==> src/rtl/ir_rx_pkg.sv <==
package ir_rx_pkg;

    localparam logic [7:0] OFS_ENABLE = 8'h00;
    localparam logic [7:0] OFS_CONFIG = 8'h04;
    localparam logic [7:0] OFS_BUSY   = 8'h1C;
    localparam logic [7:0] OFS_COUNT  = 8'h20;
    localparam logic [7:0] OFS_DATA   = 8'h24;
    localparam logic [7:0] OFS_MASK   = 8'h28;
    localparam logic [7:0] OFS_STATUS = 8'h2C;
    localparam logic [7:0] OFS_CLEAR  = 8'h30;
    localparam logic [7:0] OFS_START  = 8'h34;

    localparam int unsigned EV_RX  = 0;
    localparam int unsigned EV_TMO = 1;
    localparam int unsigned EV_OVF = 2;

    typedef enum logic [1:0] {
        CAP_IDLE  = 2'd0,
        CAP_MARK  = 2'd1,
        CAP_SPACE = 2'd2
    } cap_state_e;

    // packed so that the field positions match the configuration register
    typedef struct packed {
        logic [15:0] max_w;
        logic [1:0]  fmt;
        logic [5:0]  lvl;
        logic        raw;
        logic [6:0]  pre;
    } cfg_t;

endpackage

==> src/rtl/ir_rx_sync.sv <==
module ir_rx_sync (
    input  logic clk,
    input  logic rst_n,
    input  logic din,
    output logic lvl_o,
    output logic lvl_prev_o
);
    typedef struct packed {
        logic s1;
        logic s2;
        logic s3;
    } sync_t;

    sync_t sync_d, sync_q;

    always_comb begin
        sync_d.s1 = din;
        sync_d.s2 = sync_q.s1;
        sync_d.s3 = sync_q.s2;
    end

    always_ff @(posedge clk or negedge rst_n) begin
        if (!rst_n) sync_q <= '0;
        else        sync_q <= sync_d;
    end

    assign lvl_o      = sync_q.s2;
    assign lvl_prev_o = sync_q.s3;

endmodule

==> src/rtl/ir_rx_meas.sv <==
module ir_rx_meas
    import ir_rx_pkg::*;
#(
    parameter int unsigned UNIT_US = 10,
    parameter int unsigned W_W     = 16,
    parameter int unsigned PRE_W   = 7
) (
    input  logic             clk,
    input  logic             rst_n,
    input  logic             run,
    input  logic             inv,
    input  logic [PRE_W-1:0] pre,
    input  logic [W_W-1:0]   max_w,
    input  logic             lvl,
    input  logic             lvl_prev,
    output logic             push_o,
    output logic [2*W_W-1:0] word_o,
    output logic             tmo_o,
    output cap_state_e       state_o
);
    localparam int unsigned UNIT_CW = (UNIT_US > 1) ? $clog2(UNIT_US) : 1;
    localparam logic [W_W-1:0] W_SAT = '1;
    localparam logic [UNIT_CW-1:0] UNIT_LAST = UNIT_CW'(UNIT_US - 1);

    typedef struct packed {
        cap_state_e         st;
        logic [PRE_W-1:0]   pre_cnt;
        logic [UNIT_CW-1:0] unit_cnt;
        logic [W_W-1:0]     width;
        logic [W_W-1:0]     mark;
    } meas_t;

    meas_t meas_d, meas_q;

    logic           mark_now, mark_was, mark_rise, mark_fall;
    logic           us_tick, unit_tick;
    logic [W_W-1:0] width_inc;
    logic [W_W:0]   sum_w;

    always_comb begin
        mark_now  = inv ? lvl : ~lvl;
        mark_was  = inv ? lvl_prev : ~lvl_prev;
        mark_rise = mark_now & ~mark_was;
        mark_fall = ~mark_now & mark_was;
        us_tick   = (meas_q.pre_cnt == pre);
        unit_tick = us_tick && (meas_q.unit_cnt == UNIT_LAST);
        width_inc = (meas_q.width == W_SAT) ? meas_q.width : meas_q.width + 1'b1;
        sum_w     = {1'b0, meas_q.mark} + {1'b0, meas_q.width};

        meas_d = meas_q;
        push_o = 1'b0;
        tmo_o  = 1'b0;
        word_o = {meas_q.width, meas_q.mark};

        // unit timer restarts on every line edge so that widths are edge-aligned
        if (mark_rise || mark_fall || !run) begin
            meas_d.pre_cnt  = '0;
            meas_d.unit_cnt = '0;
        end else if (us_tick) begin
            meas_d.pre_cnt  = '0;
            meas_d.unit_cnt = unit_tick ? '0 : meas_q.unit_cnt + 1'b1;
        end else begin
            meas_d.pre_cnt  = meas_q.pre_cnt + 1'b1;
        end

        if (!run) begin
            meas_d.st    = CAP_IDLE;
            meas_d.width = '0;
        end else begin
            unique case (meas_q.st)
                CAP_IDLE: begin
                    if (mark_rise) begin
                        meas_d.st    = CAP_MARK;
                        meas_d.width = '0;
                    end
                end
                CAP_MARK: begin
                    if (mark_fall) begin
                        meas_d.st    = CAP_SPACE;
                        meas_d.mark  = meas_q.width;
                        meas_d.width = '0;
                    end else if (unit_tick) begin
                        meas_d.width = width_inc;
                    end
                end
                CAP_SPACE: begin
                    if (mark_rise) begin
                        push_o       = 1'b1;
                        meas_d.st    = CAP_MARK;
                        meas_d.width = '0;
                    end else if (sum_w >= {1'b0, max_w}) begin
                        push_o       = 1'b1;
                        tmo_o        = 1'b1;
                        meas_d.st    = CAP_IDLE;
                        meas_d.width = '0;
                    end else if (unit_tick) begin
                        meas_d.width = width_inc;
                    end
                end
                default: meas_d.st = CAP_IDLE;
            endcase
        end
    end

    always_ff @(posedge clk or negedge rst_n) begin
        if (!rst_n) meas_q <= '{st: CAP_IDLE, default: '0};
        else        meas_q <= meas_d;
    end

    assign state_o = meas_q.st;

endmodule

==> src/rtl/ir_rx_fifo.sv <==
module ir_rx_fifo #(
    parameter int unsigned DEPTH = 16,
    parameter int unsigned DW    = 32
) (
    input  logic                         clk,
    input  logic                         rst_n,
    input  logic                         push,
    input  logic [DW-1:0]                wdata,
    input  logic                         pop,
    output logic [DW-1:0]                rdata,
    output logic [$clog2(DEPTH+1)-1:0]   count,
    output logic                         full,
    output logic                         empty
);
    localparam int unsigned PW = (DEPTH > 1) ? $clog2(DEPTH) : 1;
    localparam int unsigned CW = $clog2(DEPTH + 1);
    localparam logic [PW-1:0] PTR_LAST = PW'(DEPTH - 1);
    localparam logic [CW-1:0] CNT_FULL = CW'(DEPTH);

    typedef struct packed {
        logic [PW-1:0] wp;
        logic [PW-1:0] rp;
        logic [CW-1:0] cnt;
    } fifo_t;

    fifo_t fifo_d, fifo_q;
    logic [DW-1:0] mem [DEPTH];
    logic acc, take;

    always_comb begin
        full   = (fifo_q.cnt == CNT_FULL);
        empty  = (fifo_q.cnt == '0);
        acc    = push && !full;
        take   = pop && !empty;
        fifo_d = fifo_q;
        if (acc)  fifo_d.wp = (fifo_q.wp == PTR_LAST) ? '0 : fifo_q.wp + 1'b1;
        if (take) fifo_d.rp = (fifo_q.rp == PTR_LAST) ? '0 : fifo_q.rp + 1'b1;
        fifo_d.cnt = fifo_q.cnt + CW'(acc) - CW'(take);
    end

    always_ff @(posedge clk or negedge rst_n) begin
        if (!rst_n) fifo_q <= '0;
        else        fifo_q <= fifo_d;
    end

    always_ff @(posedge clk) begin
        if (acc) mem[fifo_q.wp] <= wdata;
    end

    assign rdata = mem[fifo_q.rp];
    assign count = fifo_q.cnt;

    // a pop with no accepted push lowers the occupancy by one
    a_r6_pop_dec: assert property (@(posedge clk) disable iff (!rst_n)
        (pop && !empty && !(push && !full)) |=> (fifo_q.cnt == $past(fifo_q.cnt) - 1'b1));

    // a push into a full FIFO without a pop leaves the occupancy unchanged
    a_r8_full_drop: assert property (@(posedge clk) disable iff (!rst_n)
        (push && full && !pop) |=> (fifo_q.cnt == CNT_FULL));

endmodule

==> src/rtl/ir_symbol_rx.sv <==
module ir_symbol_rx
    import ir_rx_pkg::*;
#(
    parameter int unsigned FIFO_DEPTH    = 16,
    parameter int unsigned UNIT_US       = 10,
    parameter int unsigned SETTLE_CYC    = 8,
    parameter bit          NEED_EXTRA_EN = 1'b1,
    parameter int unsigned ADDR_W        = 8
) (
    input  logic              clk,
    input  logic              rst_n,
    input  logic              ir_in,
    input  logic [ADDR_W-1:0] bus_addr,
    input  logic              bus_wr,
    input  logic              bus_rd,
    input  logic [31:0]       bus_wdata,
    output logic [31:0]       bus_rdata,
    output logic              irq
);
    localparam int unsigned CW     = $clog2(FIFO_DEPTH + 1);
    localparam int unsigned BUSY_W = $clog2(SETTLE_CYC + 1);
    localparam int unsigned W_W    = 16;

    typedef struct packed {
        logic              en_main;
        logic              en_aux;
        cfg_t              cfg;
        logic [2:0]        mask;
        logic [2:0]        st;
        logic              armed;
        logic [BUSY_W-1:0] busy_cnt;
    } regs_t;

    regs_t regs_d, regs_q;

    logic             lvl, lvl_prev;
    logic             m_push, m_tmo;
    logic [2*W_W-1:0] m_word;
    cap_state_e       cap_state;
    logic             f_pop, f_full, f_empty;
    logic [31:0]      f_rdata;
    logic [CW-1:0]    f_cnt, cnt_after;

    logic en_ok, new_en_ok, busy, run, acc;
    logic wr_en, wr_cfg, wr_mask, wr_clr, wr_start;
    logic [2:0] ev_set, ev_clr;

    // enable variant: one or two enable bits
    generate
        if (NEED_EXTRA_EN) begin : g_two_bit_en
            assign en_ok     = regs_q.en_main & regs_q.en_aux;
            assign new_en_ok = bus_wdata[0] & bus_wdata[8];
        end else begin : g_one_bit_en
            assign en_ok     = regs_q.en_main;
            assign new_en_ok = bus_wdata[0];
        end
    endgenerate

    assign busy = (regs_q.busy_cnt != '0);
    assign run  = en_ok && !busy && regs_q.armed && regs_q.cfg.raw;

    ir_rx_sync u_sync (
        .clk        (clk),
        .rst_n      (rst_n),
        .din        (ir_in),
        .lvl_o      (lvl),
        .lvl_prev_o (lvl_prev)
    );

    ir_rx_meas #(
        .UNIT_US (UNIT_US),
        .W_W     (W_W),
        .PRE_W   (7)
    ) u_meas (
        .clk      (clk),
        .rst_n    (rst_n),
        .run      (run),
        .inv      (regs_q.cfg.fmt == 2'd1),
        .pre      (regs_q.cfg.pre),
        .max_w    (regs_q.cfg.max_w),
        .lvl      (lvl),
        .lvl_prev (lvl_prev),
        .push_o   (m_push),
        .word_o   (m_word),
        .tmo_o    (m_tmo),
        .state_o  (cap_state)
    );

    ir_rx_fifo #(
        .DEPTH (FIFO_DEPTH),
        .DW    (32)
    ) u_fifo (
        .clk   (clk),
        .rst_n (rst_n),
        .push  (m_push),
        .wdata (m_word),
        .pop   (f_pop),
        .rdata (f_rdata),
        .count (f_cnt),
        .full  (f_full),
        .empty (f_empty)
    );

    always_comb begin
        wr_en    = bus_wr && (bus_addr == ADDR_W'(OFS_ENABLE));
        wr_cfg   = bus_wr && (bus_addr == ADDR_W'(OFS_CONFIG));
        wr_mask  = bus_wr && (bus_addr == ADDR_W'(OFS_MASK));
        wr_clr   = bus_wr && (bus_addr == ADDR_W'(OFS_CLEAR));
        wr_start = bus_wr && (bus_addr == ADDR_W'(OFS_START));
        f_pop    = bus_rd && (bus_addr == ADDR_W'(OFS_DATA));

        acc       = m_push && !f_full;
        cnt_after = f_cnt + CW'(acc) - CW'(f_pop && !f_empty);

        ev_set[EV_RX]  = acc && (32'(cnt_after) >= 32'(regs_q.cfg.lvl) + 32'd1);
        ev_set[EV_TMO] = m_push && m_tmo;
        ev_set[EV_OVF] = m_push && f_full;
        ev_clr         = wr_clr ? bus_wdata[18:16] : 3'b000;

        regs_d    = regs_q;
        regs_d.st = ev_set | (regs_q.st & ~ev_clr);

        if (wr_en) begin
            regs_d.en_main = bus_wdata[0];
            regs_d.en_aux  = bus_wdata[8];
        end
        if (wr_cfg)  regs_d.cfg  = cfg_t'(bus_wdata);
        if (wr_mask) regs_d.mask = bus_wdata[2:0];

        if (wr_en && new_en_ok && !en_ok)
            regs_d.busy_cnt = BUSY_W'(SETTLE_CYC);
        else if (wr_en && !new_en_ok)
            regs_d.busy_cnt = '0;
        else if (busy)
            regs_d.busy_cnt = regs_q.busy_cnt - 1'b1;

        regs_d.armed = wr_start || (regs_q.armed && en_ok);
        if (wr_en && !new_en_ok) regs_d.armed = 1'b0;
    end

    always_ff @(posedge clk or negedge rst_n) begin
        if (!rst_n) regs_q <= '0;
        else        regs_q <= regs_d;
    end

    always_comb begin
        bus_rdata = '0;
        unique case (bus_addr)
            ADDR_W'(OFS_ENABLE): bus_rdata = {23'd0, regs_q.en_aux, 7'd0, regs_q.en_main};
            ADDR_W'(OFS_CONFIG): bus_rdata = 32'(regs_q.cfg);
            ADDR_W'(OFS_BUSY):   bus_rdata = {31'd0, busy};
            ADDR_W'(OFS_COUNT):  bus_rdata = 32'(f_cnt);
            ADDR_W'(OFS_DATA):   bus_rdata = f_empty ? 32'd0 : f_rdata;
            ADDR_W'(OFS_MASK):   bus_rdata = {29'd0, regs_q.mask};
            ADDR_W'(OFS_STATUS): bus_rdata = {5'd0, regs_q.st, 13'd0, regs_q.st, 8'd0};
            default:             bus_rdata = '0;
        endcase
    end

    assign irq = |(regs_q.st & ~regs_q.mask);

    // occupancy never passes the depth
    a_r8_fifo_bounded: assert property (@(posedge clk) disable iff (!rst_n)
        32'(f_cnt) <= FIFO_DEPTH);

    // a timeout event holds until its clear bit is written
    a_r9_tmo_sticky: assert property (@(posedge clk) disable iff (!rst_n)
        (regs_q.st[EV_TMO] && !(wr_clr && bus_wdata[17])) |=> regs_q.st[EV_TMO]);

    // no capture activity while settling
    a_r2_idle_while_busy: assert property (@(posedge clk) disable iff (!rst_n)
        busy |-> (cap_state == CAP_IDLE));

    // a timeout push returns the capture to waiting for a mark
    a_r5_tmo_idle: assert property (@(posedge clk) disable iff (!rst_n)
        (m_push && m_tmo) |=> (cap_state == CAP_IDLE));

endmodule

==> config.mk <==
export PLATFORM = sky130hd
export DESIGN_NAME = ir_symbol_rx
export DESIGN_NICKNAME = d
export VERILOG_FILES = /design/src/rtl/ir_rx_pkg.sv /design/src/rtl/ir_rx_sync.sv /design/src/rtl/ir_rx_meas.sv /design/src/rtl/ir_rx_fifo.sv /design/src/rtl/ir_symbol_rx.sv
export SDC_FILE = /design/constraint.sdc
export NUM_CORES = 1
export LEC_CHECK = 0
export BUFFER_PORTS_ARGS = -buffer_cell sky130_fd_sc_hd__buf_2
export CAP_MARGIN = 5
export CORE_AREA = 4 4 222 224
export DETAILED_ROUTE_END_ITERATION = 6
export DIE_AREA = 0 0 226 228
export GPL_TIMING_DRIVEN = 0
export PLACE_DENSITY = 0.75
export SETUP_SLACK_MARGIN = 0.02
export SYNTH_ARGS = -nofsm -noshare
export SYNTH_HDL_FRONTEND = slang
export SYNTH_SLANG_ARGS = --single-unit
==> constraint.sdc <==
create_clock -name clk -period 6.74 [get_ports clk]
set_clock_uncertainty 0.15 [all_clocks]
set_input_delay 1.011 -clock clk [delete_from_list [all_inputs] [get_ports clk]]
set_output_delay 1.011 -clock clk [all_outputs]
set_load 0.02 [all_outputs]
Yosys cells after proc, flatten, opt, wreduce, memory -nomap -nowiden. Memories as Yosys holds them, arrays and structs flattened. Cells that the tools add are included.

Register bits: 106. Bits in latches: 0. Bits in writable memories: 512. Memory bits (read-only): 0. Input bits: 45. Output and inout bits: 33. Word-level logic and storage cells: 145. Memories kept: 1.

Memories: u_fifo.mem (depth 16, width 32, rd ports 1, clocked after memory_dff 0, write ports 1, RTL line ir_rx_fifo.sv:27) `logic [DW-1:0] mem [DEPTH];`.

Add/subtract/negate cells: 10. $mul: 0. Divide/modulo/power cells: 0. Order comparisons: 2. Equality and inequality tests: 21. Shift operators: 0. Muxes and demuxes: 38. Bitwise logic cells: 13. Reductions and logical operators: 38.

Operators with widths (number): $pmux 32 s7 (1); $mux 16 (7); $eq 8x6->1 const B (6); $pmux 16 s3 (1); $mux 32 (1); $mux 4 (7); $logic_and 1x1->1 (19); $add 16x16->17 (1); $ge 17x16->1 (1); $add 16x1->16 const B (1); $eq 16x16->1 const B (1); $add 4x1->4 const B (3); $eq 4x4->1 const B (3); $mux 1 (12); $mux 11 (1); $mux 2 (5); $eq 8x3->1 const B (1); $eq 8x5->1 const B (1); $logic_not 8->1 (1); $ne 4x4->1 const B (2); $add 6x1->7 const B (1); $add 7x1->7 const B (1); $eq 7x7->1 (1); $ge 5x7->1 (1); other kinds (25) (43).

Logic depth before layout (Yosys ltp). Gate-level depths: netlist (run 1).

Depth after elaboration: 13. Depth in mapped cells: 29.

Cells and area by module. Synthesis (run 1) repeated with hierarchy kept, for this count alone.

Cell total of the unflattened synthesis: 1656. Area, all modules: 27233.6 um^2.

By module, submodules not included: ir_rx_fifo (times used 1, cells an instance 955, area each 20419.6 um^2, sequential area each 15700.1 um^2); ir_rx_meas (times used 1, cells an instance 447, area each 3853.7 um^2, sequential area each 1126.1 um^2); ir_symbol_rx (times used 1, cells an instance 251, area each 2885.3 um^2, sequential area each 1126.1 um^2); ir_rx_sync (times used 1, cells an instance 3, area each 75.1 um^2, sequential area each 75.1 um^2).

Least setup slack after synthesis (run 1). OpenSTA, ideal clock, no wires.

Path kind: register -> register. Start point: reg u_meas.meas_q, in the netlist u_meas.word_o[17]. End point: mem u_fifo.mem[0][0], enable pin. Library setup time: 0.461 ns. Arrival time: 5.946 ns. Required time: 6.129 ns. Setup slack: 0.183 ns. Cell stages (with the launch flop): 20. Path buffers: 1. Clock period less this slack: 6.557 ns. Cells stage by stage: dfrtp_1 > ha_1 > a21o_1 > a21o_1 > a2111o_1 > and2_1 > o21ai_0 > nand2b_1 > a21oi_1 > xnor2_1 > ha_1 > a21oi_1 > o21a_1 > nand4_1 > o311ai_4 > and3b_4 > nor3b_1 > buf_2 > nand2_1 > nor3_1.

Word-level cells in the longest chain between the ends: 9.

RTL lines: from (decl) (RTL line ir_rx_meas.sv:33) `meas_t meas_d, meas_q;`; from (signal assigned) (RTL line ir_rx_meas.sv:107) `else meas_q <= meas_d;`; $add 16x16->17 (RTL line ir_rx_meas.sv:48) `sum_w = {1'b0, meas_q.mark} + {1'b0, meas_q.width};`; $ge 17x16->1 (RTL line ir_rx_meas.sv:91) `end else if (sum_w >= {1'b0, max_w}) begin`; $mux 1 (RTL line ir_rx_meas.sv:91); $mux 1 (RTL line ir_rx_meas.sv:87) `if (mark_rise) begin`; $mux 1 (RTL line ir_rx_meas.sv:70) `unique case (meas_q.st)`; $mux 1 (RTL line ir_rx_meas.sv:66) `if (!run) begin`; $logic_and 1x1->1; named net acc (RTL line ir_symbol_rx.sv:44) `logic en_ok, new_en_ok, busy, run, acc;`; $mux 1 (RTL line ir_rx_fifo.sv:47) `if (acc) mem[fifo_q.wp] <= wdata;`; $mux 1 (not written as such) (RTL line ir_rx_fifo.sv:47); to (decl) (RTL line ir_rx_fifo.sv:27).

The timed path passes the listed nets, and every way through them passes these cells.

==> results.toml, run 1 <==
[global_route]
antenna_found_initial = 1
gr-usage-all-layers_pct = 25.9
grt_overflow = 0
grt_max_degree = 69
grt_pass1_wl_mm = 97.8
grt_pass1_vias = 15200

[sta]
setup_viol = 0
relSlewSlack_pct = 23.0
whs_ns = 0.211
slew_viol_final = 0
post-route-period-util_pct = 94.1
max_freq_ghz = 0.158
finalHoldViolCount = 0
worstMarginPinSlew_ns = 1.16
rsz0062_at_grt = "false"
min_period_ns = 6.34

[worst_setup_path]
critPathKind = "reg2reg"
cp-end-kind = "register"
slowest_stage = "dfrtp_2"
cp_slowest_stage_delay_ns = 0.57
critPathMaxFanout = 22
arrival_ns = 6.72
critPathLaunchType = "register"
cp.required_ns = 7.11
timing.rr.start = "u_meas.word_o[16]"
critPathLaunch = "u_meas.word_o[16]"

[power_and_ir_drop]
leakagePower_nw = 9.33
powerDensity_nw_per_um2 = 265
p_total_mw = 7.98
switching_power_mw = 1.67
clockPowerShare_pct = 43.5
p_sw_share_pct = 21.0
irDropWorstVdd_v = 0.000206
power.share.sequential_pct = 52.1
cell_internal_pwr_mw = 6.31
power_frac_comb_pct = 4.4

[logic_synthesis]
synth-edff-count = 512
synth_nets = 1578
avgSynthCellArea_um2 = 17.8
post_synth_num_cell_types = 71
synthFlopType = "edfxtp_1"
yosys_warnings = 0
netlist_instances = 1469
syn_area_um2 = 26200
async_flop_share_pct = 17.2
seq_area_frac_synth_pct = 68.8
ys_ff_latch = 618

[place]
portBuffers = 77
place_area_um2 = 28000
gp_congestion = 0.889
hpwl_mm = 44.2

[clock_network]
insertion_delay_ns = 0.64
path_clk_slew_ns = 0.06
cts_tree = "yes"
cts.sinks = 618
cts_repair_resize_count = 0
cts_setup_buffers = 0
cts-root-buf = "clkbuf_16"
h-tree-depth = 2
cts-hold-fix-buffers = 0
clk_path_buf_depth = 3
numCtsBuffers = 59

[finish]
layout-drive-gt1-share_pct = 27.8
fin_nets = 1747
stdcell_area_um2 = 30100
area_growth_pct = 14.8
insertedDiodeCount = 0

[floorplanning]
fp.coreArea_um2 = 47300
start_util_pct = 55.3
ioPinCount = 78
die_area_um2 = 51500
die_w_um = 226
die_h_um = 228
std_cell_rows = 80

[hold_path]
min-delay-start = "u_sync.sync_d[1]"
holdCritPathClass = "reg2reg"

[routing]
ant_nets = 0
post_drt_wl_per_cell_um = 28.6
drtIter0Drc = 1677
vias_per_cell = 6.40
drc = 0
dr.pass1.iters = 6
vias = 14800
wirelength_mm = 65.9

[job]
cap_viol_max_count = 0

[run_status]
status = "complete, no violations"
==> flip-flops by register name (all words and copies together), names as in the netlist, 2 cells and up <==
| name | flops |
|---|---|
| regs_q | 45 |
| u_fifo.count | 5 |
| u_fifo.fifo_q | 8 |
| u_fifo.mem | 512 |
| u_meas.meas_q | 11 |
| u_meas.state_o | 2 |
| u_meas.word_o | 32 |
==> cell usage after synthesis, types with 2 or more instances <==
master    count  area, µm²
edfxtp_1    512      15400
mux4_2      160       3600
dfrtp_1     106       2650
inv_1        75        282
nand2_1      70        263
ha_1         62        776
nor2_1       56        210
o21ai_0      56        280
mux2_2       54        608
nand3_1      31        155
xnor2_1      31        272
a21oi_1      27        135
clkbuf_1     26       97.6
nand2b_1     17        106
buf_1        15       56.3
nor3_1       15       75.1
buf_2        12       60.1
and3_1       11       68.8
a21o_1       10       75.1
nand4_1      10       62.6
xor2_1        8       70.1
o31ai_1       7       52.6
a31oi_1       6       37.5
mux2i_1       6       60.1
nor2b_1       6       37.5
a22oi_1       5       37.5
o21a_1        5       37.5
or3_1         5       31.3
a222oi_1      4       40.0
nor4b_1       4       35.0
a211oi_1      3       22.5
a32oi_1       3       26.3
and3_2        3       22.5
nor3b_1       3       22.5
o211ai_1      3       22.5
and2_1        2       12.5
and2b_2       2       17.5
and4_1        2       17.5
fa_1          2       40.0
nand4b_1      2       17.5
or2_2         2       12.5
==> cells in the final DEF, fill, tap and decap left out, types with 5 or more instances in the layout <==
cell / count
nand3_1: 31
inv_1: 75
a21o_1: 10
ha_1: 62
xor2_1: 8
buf_16: 8
or3_1: 5
mux4_2: 160
o21ai_0: 56
clkinv_2: 9
nor2b_1: 6
a22oi_1: 5
nand2b_1: 17
nand4_1: 10
nor2_1: 44
nor3_1: 11
clkbuf_16: 59
a31oi_1: 6
dfrtp_2: 6
buf_2: 88
nand2_1: 70
o31ai_1: 7
clkinv_1: 9
nor2_4: 12
a21oi_1: 27
clkbuf_1: 41
buf_6: 10
dfrtp_1: 99
edfxtp_1: 512
mux2i_1: 6
bufinv_16: 10
buf_1: 15
xnor2_1: 31
mux2_2: 54
and3_1: 11
o21a_1: 5
buf_12: 7
==> layer usage <==
metal / track usage, % / vias up / part of all wire, %
met3: 4.56 / 148 / 8.8
met1: 37.0 / 7652 / 39
met2: 41.2 / 798 / 48
li1: - / 6153 / -
met4: 8.67 / 0 / 3.8
met5: 0 / - / 0
==> cells by family after synthesis <==
family	synth area share, %
buffers and inverters	2.05
DFF	68.8
xor gates and xnor gates	1.30
and+or+nand+nor	4.68
muxes	16.3
adders and majority gates	3.11
AOI/OAI and AO/OA	3.75
==> final timing paths <==
check                               endpoint  slack [ns]  cells past startpoint
max                                regs_q[5]        0.40                     29
max reg2reg                        regs_q[5]        0.40                     29
min                             u_sync.lvl_o        0.21                      0
max in group asynchronous  u_meas.word_o[17]        5.28                      2
min reg2reg                     u_sync.lvl_o        0.21                      0
min in group asynchronous  u_fifo.fifo_q[12]        0.37                      1
==> final cells by class <==
type	count	area (µm²)
plain buffers	57	256
inverters	75	282
repair buffers	108	932
fillers	3190	17300
multi-input cells	719	7750
clock inverters	35	464
flip-flops and latches	618	18000
well taps	615	769
clock buffers	77	1570
==> worst max-delay path: cells and delay by family (launching register included) <==
kind                       cells  cell delay (ns)
AOI/OAI and AO/OA             12             2.17
xor gates and xnor gates       2             0.36
buffers and inverters          3             0.43
adders and majority gates      5             1.40
DFF                            1             0.57
and+or+nand+nor                7             1.14
==> per-stage QoR <==
step                TNS [ns]  instances  setup WS [ns]  utilization (%)
floorplan                  0       1469          0.183                -
global placement     -910.34       2161          -3.25             57.8
CTS                        0       2304         0.0420             63.5
global route               0       2304         0.0252             63.5
finish                     0       2304          0.396             63.5
detailed placement         0       2192          0.120             59.2
==> power groups by stage <==
stage	sequential, mW	clock, mW	combinational [mW]
floorplan	4.22	0	0.242
global placement	4.24	0	0.334
detailed placement	4.24	0	0.349
CTS	4.16	3.51	0.355
global route	4.16	3.68	0.394
finish	4.16	3.47	0.351
No activity file was read; power rests on OpenSTA's default activity.
==> run 2, diff against run 1 <==
--- a/config.mk
+++ b/config.mk
@@ -7,12 +7,13 @@
 export LEC_CHECK = 0
 export BUFFER_PORTS_ARGS = -buffer_cell sky130_fd_sc_hd__buf_2
 export CAP_MARGIN = 5
-export CORE_AREA = 4 4 222 224
+export CORE_AREA = 4 4 226 228
 export DETAILED_ROUTE_END_ITERATION = 6
-export DIE_AREA = 0 0 226 228
+export DIE_AREA = 0 0 230 232
 export GPL_TIMING_DRIVEN = 0
 export PLACE_DENSITY = 0.75
 export SETUP_SLACK_MARGIN = 0.02
 export SYNTH_ARGS = -nofsm -noshare
 export SYNTH_HDL_FRONTEND = slang
+export SYNTH_HIERARCHICAL = 1
 export SYNTH_SLANG_ARGS = --single-unit
==> constraint.sdc (replaced) <==
create_clock -name clk -period 6.74 [get_ports clk]
set_clock_uncertainty 0.15 [all_clocks]
set_input_delay 1.685 -clock clk [delete_from_list [all_inputs] [get_ports clk]]
set_output_delay 1.685 -clock clk [all_outputs]
set_load 0.02 [all_outputs]
==> run 2 against run 1 <==
Compared with the run above: register-to-register slack worse by 0.07 ns; critical endpoint unchanged; cell area increased by 2.9%; global-route usage grew 0.39 points; routed wire length rose by 6.3%.
==> results.toml, run 2 <==
[routing]
vias_per_cell = 6.37
wirelength_mm = 70.0
post_drt_wl_per_cell_um = 27.5
ant_nets = 0
dr.pass1.iters = 5
drc = 0
vias = 16200
drtIter0Drc = 2231

[worst_setup_path]
cp_slowest_stage_delay_ns = 0.44
cp.required_ns = 7.11
critPathKind = "reg2reg"
arrival_ns = 6.78
critPathLaunchType = "register"
cp_common_cell = "ha_1"
r2r_end = "regs_q[5]"
critPathMaxFanout = 6
slowest_stage = "dfrtp_2"
rr_worst_depth = 28
cp-end-kind = "register"
r2r_setup_slack_ns = 0.33
timing.rr.start = "u_meas/word_o[21]"

[hold_path]
min-delay-start = "u_sync/sync_d[1]"
whs_path_depth = 0
holdCritPathClass = "reg2reg"
holdPathEnd = "u_sync/lvl_o"

[clock_network]
clk_path_buf_depth = 3
insertion_delay_ns = 0.64
path_clk_slew_ns = 0.06
h-tree-depth = 2
cts_tree = "yes"
cts-hold-fix-buffers = 0
cts-root-buf = "clkbuf_16"
numCtsBuffers = 58
cts.sinks = 618

[finish]
largest-register = "u_fifo/mem"
final_common_cell = "edfxtp_1"
instances_no_fill = 2546
fin_util_pct = 63.3
fin_nets = 1946
layout-drive-gt1-share_pct = 26.0
largest_register_ff_count = 512
mostFrequentLayoutCells = "edfxtp_1, buf_2, mux2i_1"
fillCellCount = 3461
area_growth_pct = 13.7

[floorplanning]
start_util_pct = 55.7
std_cell_rows = 81
die_w_um = 230
fp.coreArea_um2 = 48800
die_area_um2 = 53400
die_h_um = 232
ioPinCount = 78

[global_route]
grt_pass1_vias = 15900
grt_max_degree = 71
antenna_found_initial = 3
grt_pass1_wl_mm = 104
grt_overflow = 0
gr-usage-all-layers_pct = 26.3

[logic_synthesis]
synth_nets = 1769
syn_area_um2 = 27200
yosys_warnings = 6
netlist_instances = 1654
avgSynthCellArea_um2 = 16.5

[power_and_ir_drop]
irDropWorstVdd_v = 0.000217
powerDensity_nw_per_um2 = 252
p_total_mw = 7.81
leakagePower_nw = 9.78

[sta]
relSlewSlack_pct = 22.3
min_period_ns = 6.41
post-route-period-util_pct = 95.1
whs_ns = 0.210
rsz0062_at_grt = "false"
layout_setup_ws_ns = 0.330
finalHoldViolCount = 0
worstMarginPinSlew_ns = 1.15
setup_viol = 0
slew_viol_final = 0
max_freq_ghz = 0.156

[place]
hpwl_mm = 47.1
dp_cells = 2427
portBuffers = 76
gp_congestion = 0.895
place_ws_ns = -0.107

[job]
cap_viol_max_count = 0

[run_status]
status = "complete, no violations"
run 2: final cells by class:
class	count	area, µm²	area share (%)
tap	664	831	2.69
timing repair buffer	117	876	2.83
clock buffer	76	1590	5.15
sequential	618	18000	58.3
inverter	67	251	0.813
buffer	113	707	2.28
multi-input combinational	856	8340	26.9
clock inverter	34	305	0.987
antenna	1	2.50	0.00809
run 2: per-stage QoR:
stage / instance area, µm² / setup TNS [ns]
final: 30900 / 0
after global routing: 30900 / 0
after CTS: 30800 / 0
after detailed placement: 28900 / -0.107
after global placement: 28400 / -820.39
after floorplan: 27200 / -68.60
run 2: metal layers:
metal	routed length (µm)	global-route usage, %	up-vias
li1	-	-	6833
met1	27600	38.3	8296
met2	32500	40.2	928
met3	7320	5.27	153
met4	2670	9.32	2
met5	12	0	-
run 2: critical path, delay by kind of cell (launching register included):
family / cells / cell delay (ns)
simple gates: 7 / 1.46
buf+inv: 2 / 0.10
fa+ha+maj: 6 / 1.82
xor+xnor: 2 / 0.24
compound gates: 11 / 2.07
flops: 1 / 0.44
run 2: how the worst max path moves through the flow:
stage	endpoint	cells after the start	slack, ns	start
final	regs_q[5]	28	0.33	u_meas/word_o[21]
after global routing	regs_q[5]	30	0.02	u_meas/word_o[0]
after CTS	regs_q[5]	28	0.02	u_meas/word_o[5]
after detailed placement	regs_q[5]	30	-0.11	u_meas/word_o[16]
after global placement	u_fifo/mem[1][20]	20	-4.91	u_meas/word_o[16]
after floorplan	u_fifo/mem[3][0]	18	-0.54	u_meas/word_o[21]
run 2: what timing repair did:
action	CTS	global route
resized for setup	6	13
setup buffers	0	8
pin swaps	0	5
endpoints found under the setup margin	1	10
run 2: power breakdown:
group          internal (mW)  switching, mW
combinational          0.189          0.214
clock                   1.80           1.45
sequential              4.12         0.0334
total                   6.10           1.70
